$ cat config.mk
export PLATFORM = sky130hd
export DESIGN_NAME = sd_add_unit
export DESIGN_NICKNAME = d
export VERILOG_FILES = /design/src/rtl/sd_add_pkg.sv /design/src/rtl/sd_digit_cell.sv /design/src/rtl/sd_adder.sv /design/src/rtl/sd_flags.sv /design/src/rtl/sd_reconvert.sv /design/src/rtl/sd_add_unit.sv
export SDC_FILE = /design/constraint.sdc
export NUM_CORES = 1
export LEC_CHECK = 0
export ABC_AREA = 1
export BUFFER_PORTS_ARGS = -buffer_cell sky130_fd_sc_hd__buf_4
export CORE_UTILIZATION = 44
export CTS_CLUSTER_SIZE = 20
export DETAILED_ROUTE_END_ITERATION = 8
export GPL_ROUTABILITY_DRIVEN = 0
export PLACE_DENSITY = 0.66
export REMOVE_ABC_BUFFERS = 1
export SLEW_MARGIN = 0
export SYNTH_ARGS = -nofsm -noshare
export SYNTH_HDL_FRONTEND = slang
export SYNTH_SLANG_ARGS = --single-unit
$ cat constraint.sdc
create_clock -name clk -period 6.4 [get_ports clk]
set_input_delay 0.64 -clock clk [delete_from_list [all_inputs] [get_ports clk]]
set_output_delay 0.64 -clock clk [all_outputs]
set_load 0.01 [all_outputs]
$ cat src/rtl/sd_add_pkg.sv
package sd_add_pkg;
  localparam int DIG_W   = 4;
  localparam int RADIX   = 10;
  localparam int DIG_MAX = 6;

  typedef logic signed [DIG_W-1:0] sd_t;
  typedef logic signed [1:0]       xfer_t;

  function automatic logic sd_illegal(input sd_t d);
    return (d > sd_t'(DIG_MAX)) || (d < sd_t'(-DIG_MAX));
  endfunction
endpackage

$ cat src/rtl/sd_digit_cell.sv
module sd_digit_cell
  import sd_add_pkg::*;
(
  input  sd_t   a_i,
  input  sd_t   b_i,
  output xfer_t t_o,
  output sd_t   w_o
);
  localparam logic signed [DIG_W+1:0] HI = (DIG_W+2)'(DIG_MAX);
  localparam logic signed [DIG_W+1:0] LO = (DIG_W+2)'(-DIG_MAX);

  logic signed [DIG_W+1:0] s;
  sd_t corr;

  always_comb begin
    s = {{2{a_i[DIG_W-1]}}, a_i} + {{2{b_i[DIG_W-1]}}, b_i};
    if (s >= HI) begin
      t_o  = 2'sb01;
      corr = sd_t'(-RADIX);
    end else if (s <= LO) begin
      t_o  = 2'sb11;
      corr = sd_t'(RADIX);
    end else begin
      t_o  = 2'sb00;
      corr = '0;
    end
    // interim digit is in -5..+5, so 4-bit wrap-around arithmetic is exact
    w_o = a_i + b_i + corr;
  end
endmodule

$ cat src/rtl/sd_adder.sv
module sd_adder
  import sd_add_pkg::*;
#(
  parameter int NDIG = 4
)(
  input  logic [NDIG*DIG_W-1:0]     a_flat,
  input  logic [NDIG*DIG_W-1:0]     b_flat,
  output logic [(NDIG+1)*DIG_W-1:0] sum_flat,
  output logic                      bad_o
);
  xfer_t           t   [NDIG];
  sd_t             w   [NDIG];
  logic [NDIG-1:0] bad;

  for (genvar i = 0; i < NDIG; i++) begin : g_pos
    sd_digit_cell u_cell (
      .a_i (sd_t'(a_flat[i*DIG_W +: DIG_W])),
      .b_i (sd_t'(b_flat[i*DIG_W +: DIG_W])),
      .t_o (t[i]),
      .w_o (w[i])
    );
    assign bad[i] = sd_illegal(sd_t'(a_flat[i*DIG_W +: DIG_W])) |
                    sd_illegal(sd_t'(b_flat[i*DIG_W +: DIG_W]));
    if (i == 0) begin : g_lsd
      assign sum_flat[i*DIG_W +: DIG_W] = w[i];
    end else begin : g_mid
      assign sum_flat[i*DIG_W +: DIG_W] = w[i] + sd_t'(t[i-1]);
    end
  end

  assign sum_flat[NDIG*DIG_W +: DIG_W] = sd_t'(t[NDIG-1]);
  assign bad_o = |bad;
endmodule

$ cat src/rtl/sd_flags.sv
module sd_flags
  import sd_add_pkg::*;
#(
  parameter int NP = 5
)(
  input  logic [NP*DIG_W-1:0] sum_flat,
  output logic                neg_o,
  output logic                zero_o,
  output logic [NP*DIG_W-1:0] neg_flat
);
  always_comb begin
    logic found;
    found = 1'b0;
    neg_o = 1'b0;
    for (int i = NP-1; i >= 0; i--) begin
      if (!found && (sum_flat[i*DIG_W +: DIG_W] != '0)) begin
        found = 1'b1;
        neg_o = sum_flat[i*DIG_W + DIG_W - 1];
      end
    end
    zero_o = !found;
  end

  for (genvar i = 0; i < NP; i++) begin : g_neg
    assign neg_flat[i*DIG_W +: DIG_W] = -sd_t'(sum_flat[i*DIG_W +: DIG_W]);
  end
endmodule

$ cat src/rtl/sd_reconvert.sv
module sd_reconvert
  import sd_add_pkg::*;
#(
  parameter int NP = 5
)(
  input  logic                clk,
  input  logic                rst_n,
  input  logic                start_i,
  input  logic [NP*DIG_W-1:0] din_flat,
  output logic                busy_o,
  output logic                last_o,
  output logic [NP*DIG_W-1:0] mag_flat
);
  localparam int IW = (NP > 1) ? $clog2(NP) : 1;

  sd_t             work [NP];
  logic [DIG_W-1:0] mag [NP];
  logic [IW-1:0]   idx;
  logic            borrow;
  logic            busy;
  sd_t             x;

  // digits are non-negative-valued overall; digit minus borrow stays in -7..+6
  assign x      = work[idx] - (borrow ? sd_t'(1) : sd_t'(0));
  assign busy_o = busy;
  assign last_o = busy && (idx == IW'(NP-1));

  always_ff @(posedge clk) begin
    if (!rst_n) begin
      busy   <= 1'b0;
      idx    <= '0;
      borrow <= 1'b0;
    end else if (start_i) begin
      busy   <= 1'b1;
      idx    <= '0;
      borrow <= 1'b0;
    end else if (busy) begin
      idx    <= idx + 1'b1;
      borrow <= (x < 0);
      if (idx == IW'(NP-1)) busy <= 1'b0;
    end
  end

  always_ff @(posedge clk) begin
    if (start_i) begin
      for (int k = 0; k < NP; k++) work[k] <= sd_t'(din_flat[k*DIG_W +: DIG_W]);
    end else if (busy) begin
      mag[idx] <= (x < 0) ? DIG_W'(x + sd_t'(RADIX)) : DIG_W'(x);
    end
  end

  for (genvar i = 0; i < NP; i++) begin : g_out
    assign mag_flat[i*DIG_W +: DIG_W] = mag[i];
  end
endmodule

$ cat src/rtl/sd_add_unit.sv
module sd_add_unit
  import sd_add_pkg::*;
#(
  parameter int NDIG = 4
)(
  input  logic                      clk,
  input  logic                      rst_n,
  input  logic                      in_valid,
  output logic                      in_ready,
  input  logic [NDIG*DIG_W-1:0]     in_a,
  input  logic [NDIG*DIG_W-1:0]     in_b,
  output logic                      out_valid,
  input  logic                      out_ready,
  output logic [(NDIG+1)*DIG_W-1:0] sd_sum,
  output logic [(NDIG+1)*DIG_W-1:0] sd_neg,
  output logic                      sum_sign,
  output logic                      sum_zero,
  output logic [(NDIG+1)*DIG_W-1:0] bcd_mag,
  output logic                      dig_err
);
  localparam int NP = NDIG + 1;
  localparam int SW = NP * DIG_W;

  logic          accept;
  logic [SW-1:0] add_sum, f_negd, rc_din;
  logic          add_bad, f_neg, f_zero;
  logic          rc_busy, rc_last;

  assign in_ready = !rc_busy && !out_valid;
  assign accept   = in_valid && in_ready;

  sd_adder #(.NDIG(NDIG)) u_add (
    .a_flat   (in_a),
    .b_flat   (in_b),
    .sum_flat (add_sum),
    .bad_o    (add_bad)
  );

  sd_flags #(.NP(NP)) u_flags (
    .sum_flat (add_sum),
    .neg_o    (f_neg),
    .zero_o   (f_zero),
    .neg_flat (f_negd)
  );

  // a negative sum is negated digit-wise so the scan always yields a magnitude
  assign rc_din = f_neg ? f_negd : add_sum;

  sd_reconvert #(.NP(NP)) u_rc (
    .clk      (clk),
    .rst_n    (rst_n),
    .start_i  (accept),
    .din_flat (rc_din),
    .busy_o   (rc_busy),
    .last_o   (rc_last),
    .mag_flat (bcd_mag)
  );

  always_ff @(posedge clk) begin
    if (!rst_n) begin
      out_valid <= 1'b0;
    end else if (rc_last) begin
      out_valid <= 1'b1;
    end else if (out_valid && out_ready) begin
      out_valid <= 1'b0;
    end
  end

  always_ff @(posedge clk) begin
    if (accept) begin
      sd_sum   <= add_sum;
      sd_neg   <= f_negd;
      sum_sign <= f_neg;
      sum_zero <= f_zero;
      dig_err  <= add_bad;
    end
  end
endmodule

==> impl_summary.md <==
Clock tree
The maximum root-to-sink buffer count is 2. The number of gates given a new drive strength after cts is 0. The CTS clock-pin slew for the worst setup and hold paths is roughly 0.060 ns.

The number of setup buffers added after CTS is 0. The hold-fix buffer count after cts is 0. The number of clock buffers added by TritonCTS is 9. The tree built by TritonCTS fans out to slightly below 80 sinks. The clock tree from TritonCTS is built. Clock latency on the worst-skew pair, taken at its later pin, is about 0.33 ns. CTS built an H-tree with a depth of 3. CTS placed an instance of sky130_fd_sc_hd__clkbuf_16 at the clock tree root.

Flow run
Across the run, the number of max-cap violations was 0.

Timing
The count of final hold-check violations is 0. After routing, the total negative slack on setup checks comes to 0 ns. The post-route minimum period is around 5.1 ns. The max-slew headroom at the worst pin is roughly a third. Dividing the final minimum period by the clock period gives about four fifths. The final count of pins violating max slew is 0. Static timing analysis puts the maximum clock frequency at about 0.2 GHz. Across all setup checks in the final design, the least slack found is roughly 1.3 ns.

Setup repair after global routing left no endpoint under its margin. Across the routed clock network, the largest skew measured is ~0.008 ns. The final-report setup violation count is 0. For the pin with the worst max-slew slack, the measured transition is between 1 and 1.5 ns.

Route
The number of remaining DRC errors is 2. The first-iteration detailed-routing DRC count is between 100 and 150. The via count is around 3800. The first detailed-routing pass ran for 6 iterations.

The remaining antenna violation count after routing is 0. Dividing the detail-routed via count by the number of cells gives ~5. The detailed-route wire length per cell is approximately 13 um. For this block, the routed nets add up to about 10000 um of wire.

Global routing
The first global-routing pass estimated between 15000 and 20000 um of wire. The number of antenna violations at the first check in global routing is 0. Entering global routing, the biggest net connects 50 pins.

The number of global-route vias before repair is 3650. Global routing used between 15 and 20% of the available tracks. The remaining global-route overflow is 0.

Layout
The area growth from synthesis to layout is 22.0%. The proportion of layout cells with a drive suffix above 1 is between 20% and 30%. The final cell count without fillers is ~760. After the last flow step, the layout net total stands at 700. The cell area after layout is between 0.006 and 0.007 mm2. The antenna cell count is 0.

Synth
The number of enable-type register cells in the synthesized netlist is 69. The synthesized netlist devotes approximately 4% of its cell area to compound gates. Of the total synthesized cell area, the portion taken by XOR and XNOR cells is around 4.4%. The synthesized netlist occupies a cell area of 0.00514 mm2. The main combinational cell family by area after synthesis is simple AND/OR/NAND/NOR gates. The count of synthesis-stage warnings from yosys is 0. The share of flip-flops with an asynchronous set or reset is 0%. Sequential cells were found to cover about 44% of the synthesized design area. The synthesized netlist devotes 15.6% of its cell area to adder and majority cells.

The distinct cell type count after synthesis is 40. The number of synthesized register bits is 78. After technology mapping, the gate count stands at 520. After synthesis, the mean cell area works out to 9.88 um2. The portion of synthesized area spent on multiplexers is less than 1%. The most common flop cell mapped by yosys is sky130_fd_sc_hd__edfxtp_1. The simple-gate share of the synthesized area is ~23%.

Floorplanning
From bottom edge to top edge, the die measures between 100 and 150 um. The placement row count is 39. The initial core utilization is between 40 and 50%. The die covers 0.0121 mm2. The number of top-level pins is 101.

The width of the chip is roughly 110 um. The floorplan step defined a core boundary enclosing about 0.011 mm2.

Placed design
The post-detailed-placement half-perimeter wirelength is 8180 um. Buffers placed on the I/O ports in this run total 100. The total placed cells including tap cells is 745. The pre-CTS worst setup slack is between 0.9 and 1 ns. The post-place instance area is around 0.006 mm2.

Run status
The flow ran to the end, but the final reports show violations. The checks that failed: design-rule violations.

Setup path
Together, buffers and inverters on the worst path number 4. In this run the worst path has a maximum fanout of 12. The sort of element at the start of the critical path is an input pin. For the worst setup path, the data required time is roughly 6.5 ns. The critical path in this run is classified as input pin to register. The endpoint kind of the worst setup timing path is a register. Traced cell by cell, the critical path runs through buf_4, ha_1, fa_1, or2_1, nand2_1, nand2_1, nand3_2, nand2_2, nand2_2, inv_1, fa_1, inv_1, fa_1, ha_1, xnor2_1, xnor2_1, inv_1, nand3_2, nand3_4, nor2_8, nand4_1, nand3_1, nand2_1. The slowest stage of the critical path is the sky130_fd_sc_hd__nand4_1 cell. In this design, the stage delay of the slowest critical-path cell is approximately 0.6 ns. Among cell families on the critical path, the largest total delay comes from simple AND/OR/NAND/NOR gates. At the worst endpoint, the arrival time is roughly 5.2 ns.

Pwr
Summed over all nets, the switching power comes to a little under 0.0009 W. The share of power burned in registers is between 30 and 40%. The fraction of power spent switching nets is between 30% and 40%. In this run the power density over the cells is 393 mW/mm2. The internal cell power is approximately 0.0016 W. Summing internal, switching and leakage power gives around 0.0025 W. Across the VDD grid, the largest voltage drop is between 150 and 200 uV. The cell leakage power is ~2.9 nW. In this run, the clock network consumes approximately a quarter of the power. The part of the total power dissipated in combinational logic is between 40% and 50%.

Hold path
The class of the most critical hold timing path is register to register.
[state kept, by name, summed over array words and instances (netlist names), 3 cells and up, named ones only]
name and count:
u_rc.mag 20, sd_sum 18, sd_neg 14, u_rc.work 14, u_rc.idx 3
[through the flow]
step | utilization [%] | hold WS, ns
final | 54.9 | 0.478
after global routing | 54.9 | 0.512
after detailed placement | 51.9 | 0.479
after global placement | 51.9 | 0.466
after CTS | 54.9 | 0.487
after floorplan | - | 0.480
[power by group through the flow]
stage	sequential (W)	combinational, W	clock [W]
after global placement	0.000829	0.00105	0
after global routing	0.000831	0.00120	0.000605
after floorplan	0.000861	0.000696	0
after CTS	0.000822	0.00108	0.000587
after detailed placement	0.000832	0.00107	0
final	0.000819	0.00107	0.000575
[placed cells by master, fill, tap and decap left out, drive strengths merged, types with 7 or more instances in the layout]
cell	n
a21oi	14
buf	100
clkbuf	10
dfxtp	9
edfxtp	69
fa	22
ha	29
inv	88
nand2	105
nand3	64
nand4	7
nor2	30
nor3	7
o21ai	14
xnor2	13
xor2	11
[per-layer routing]
| layer | wire (um) | GRT usage [%] | vias up |
|---|---|---|---|
| met5 | 0 | 0 | - |
| met4 | 133 | 6.48 | 0 |
| met3 | 517 | 3.94 | 13 |
| met2 | 5040 | 31.2 | 115 |
| met1 | 4470 | 21.5 | 1739 |
| li1 | - | - | 1893 |
[cell type report]
cell class | count | area (um2)
clock buffers | 10 | 229
clock inverters | 6 | 110
fillers | 1022 | 5150
inverters | 88 | 330
multi-input cells | 336 | 2420
flip-flops and latches | 78 | 2250
well taps | 143 | 179
repair buffers | 100 | 751
[worst paths after layout]
check	start	end	slack, ns	cells past startpoint
max	in_a[12]	u_rc.work[0][2]$_DFFE_PP_	1.28	23
min	out_valid$_SDFFE_PN0P_	out_valid$_SDFFE_PN0P_	0.48	2
max reg2reg	register	u_rc.mag[1][2]$_DFFE_PP_	4.02	10
min reg2reg	out_valid$_SDFFE_PN0P_	out_valid$_SDFFE_PN0P_	0.48	2
[synth_stat cells, types with 6 or more instances]
cell / n / area (um2)
sky130_fd_sc_hd__nand2_1: 90 / 338
sky130_fd_sc_hd__inv_1: 81 / 304
sky130_fd_sc_hd__edfxtp_1: 69 / 2070
sky130_fd_sc_hd__nand3_1: 48 / 240
sky130_fd_sc_hd__ha_1: 29 / 363
sky130_fd_sc_hd__nor2_1: 27 / 101
sky130_fd_sc_hd__fa_1: 22 / 440
sky130_fd_sc_hd__a21oi_1: 14 / 70.1
sky130_fd_sc_hd__buf_4: 14 / 105
sky130_fd_sc_hd__nand3_2: 14 / 140
sky130_fd_sc_hd__nand2_2: 12 / 75.1
sky130_fd_sc_hd__o21ai_0: 12 / 60.1
sky130_fd_sc_hd__xnor2_1: 12 / 105
sky130_fd_sc_hd__xor2_1: 10 / 87.6
sky130_fd_sc_hd__dfxtp_1: 9 / 180
sky130_fd_sc_hd__inv_2: 7 / 26.3
sky130_fd_sc_hd__nand4_1: 7 / 43.8
sky130_fd_sc_hd__nor3_1: 6 / 30.0
[worst register-to-register path, cell delays in order (launching register included)]
cell and delay (ns):
sky130_fd_sc_hd__dfxtp_1 0.47, sky130_fd_sc_hd__inv_1 0.20, sky130_fd_sc_hd__o21ai_0 0.18, sky130_fd_sc_hd__o22ai_1 0.09
sky130_fd_sc_hd__mux2i_1 0.15, sky130_fd_sc_hd__ha_1 0.21, sky130_fd_sc_hd__ha_1 0.17, sky130_fd_sc_hd__xor2_1 0.19
sky130_fd_sc_hd__ha_1 0.26, sky130_fd_sc_hd__nand2_1 0.07, sky130_fd_sc_hd__nand2_1 0.12
[cell families (layout without fill, tap and decap cells)]
logic type	Yosys count	after routing
buffers and inverters	107	204
AOI/OAI and AO/OA	34	34
DFF	78	78
muxes	2	2
adders and majority gates	51	51
other	1	2
xor gates and xnor gates	24	24
and+or+nand+nor	223	223
Note: power is estimated with default switching activity, not from simulation.
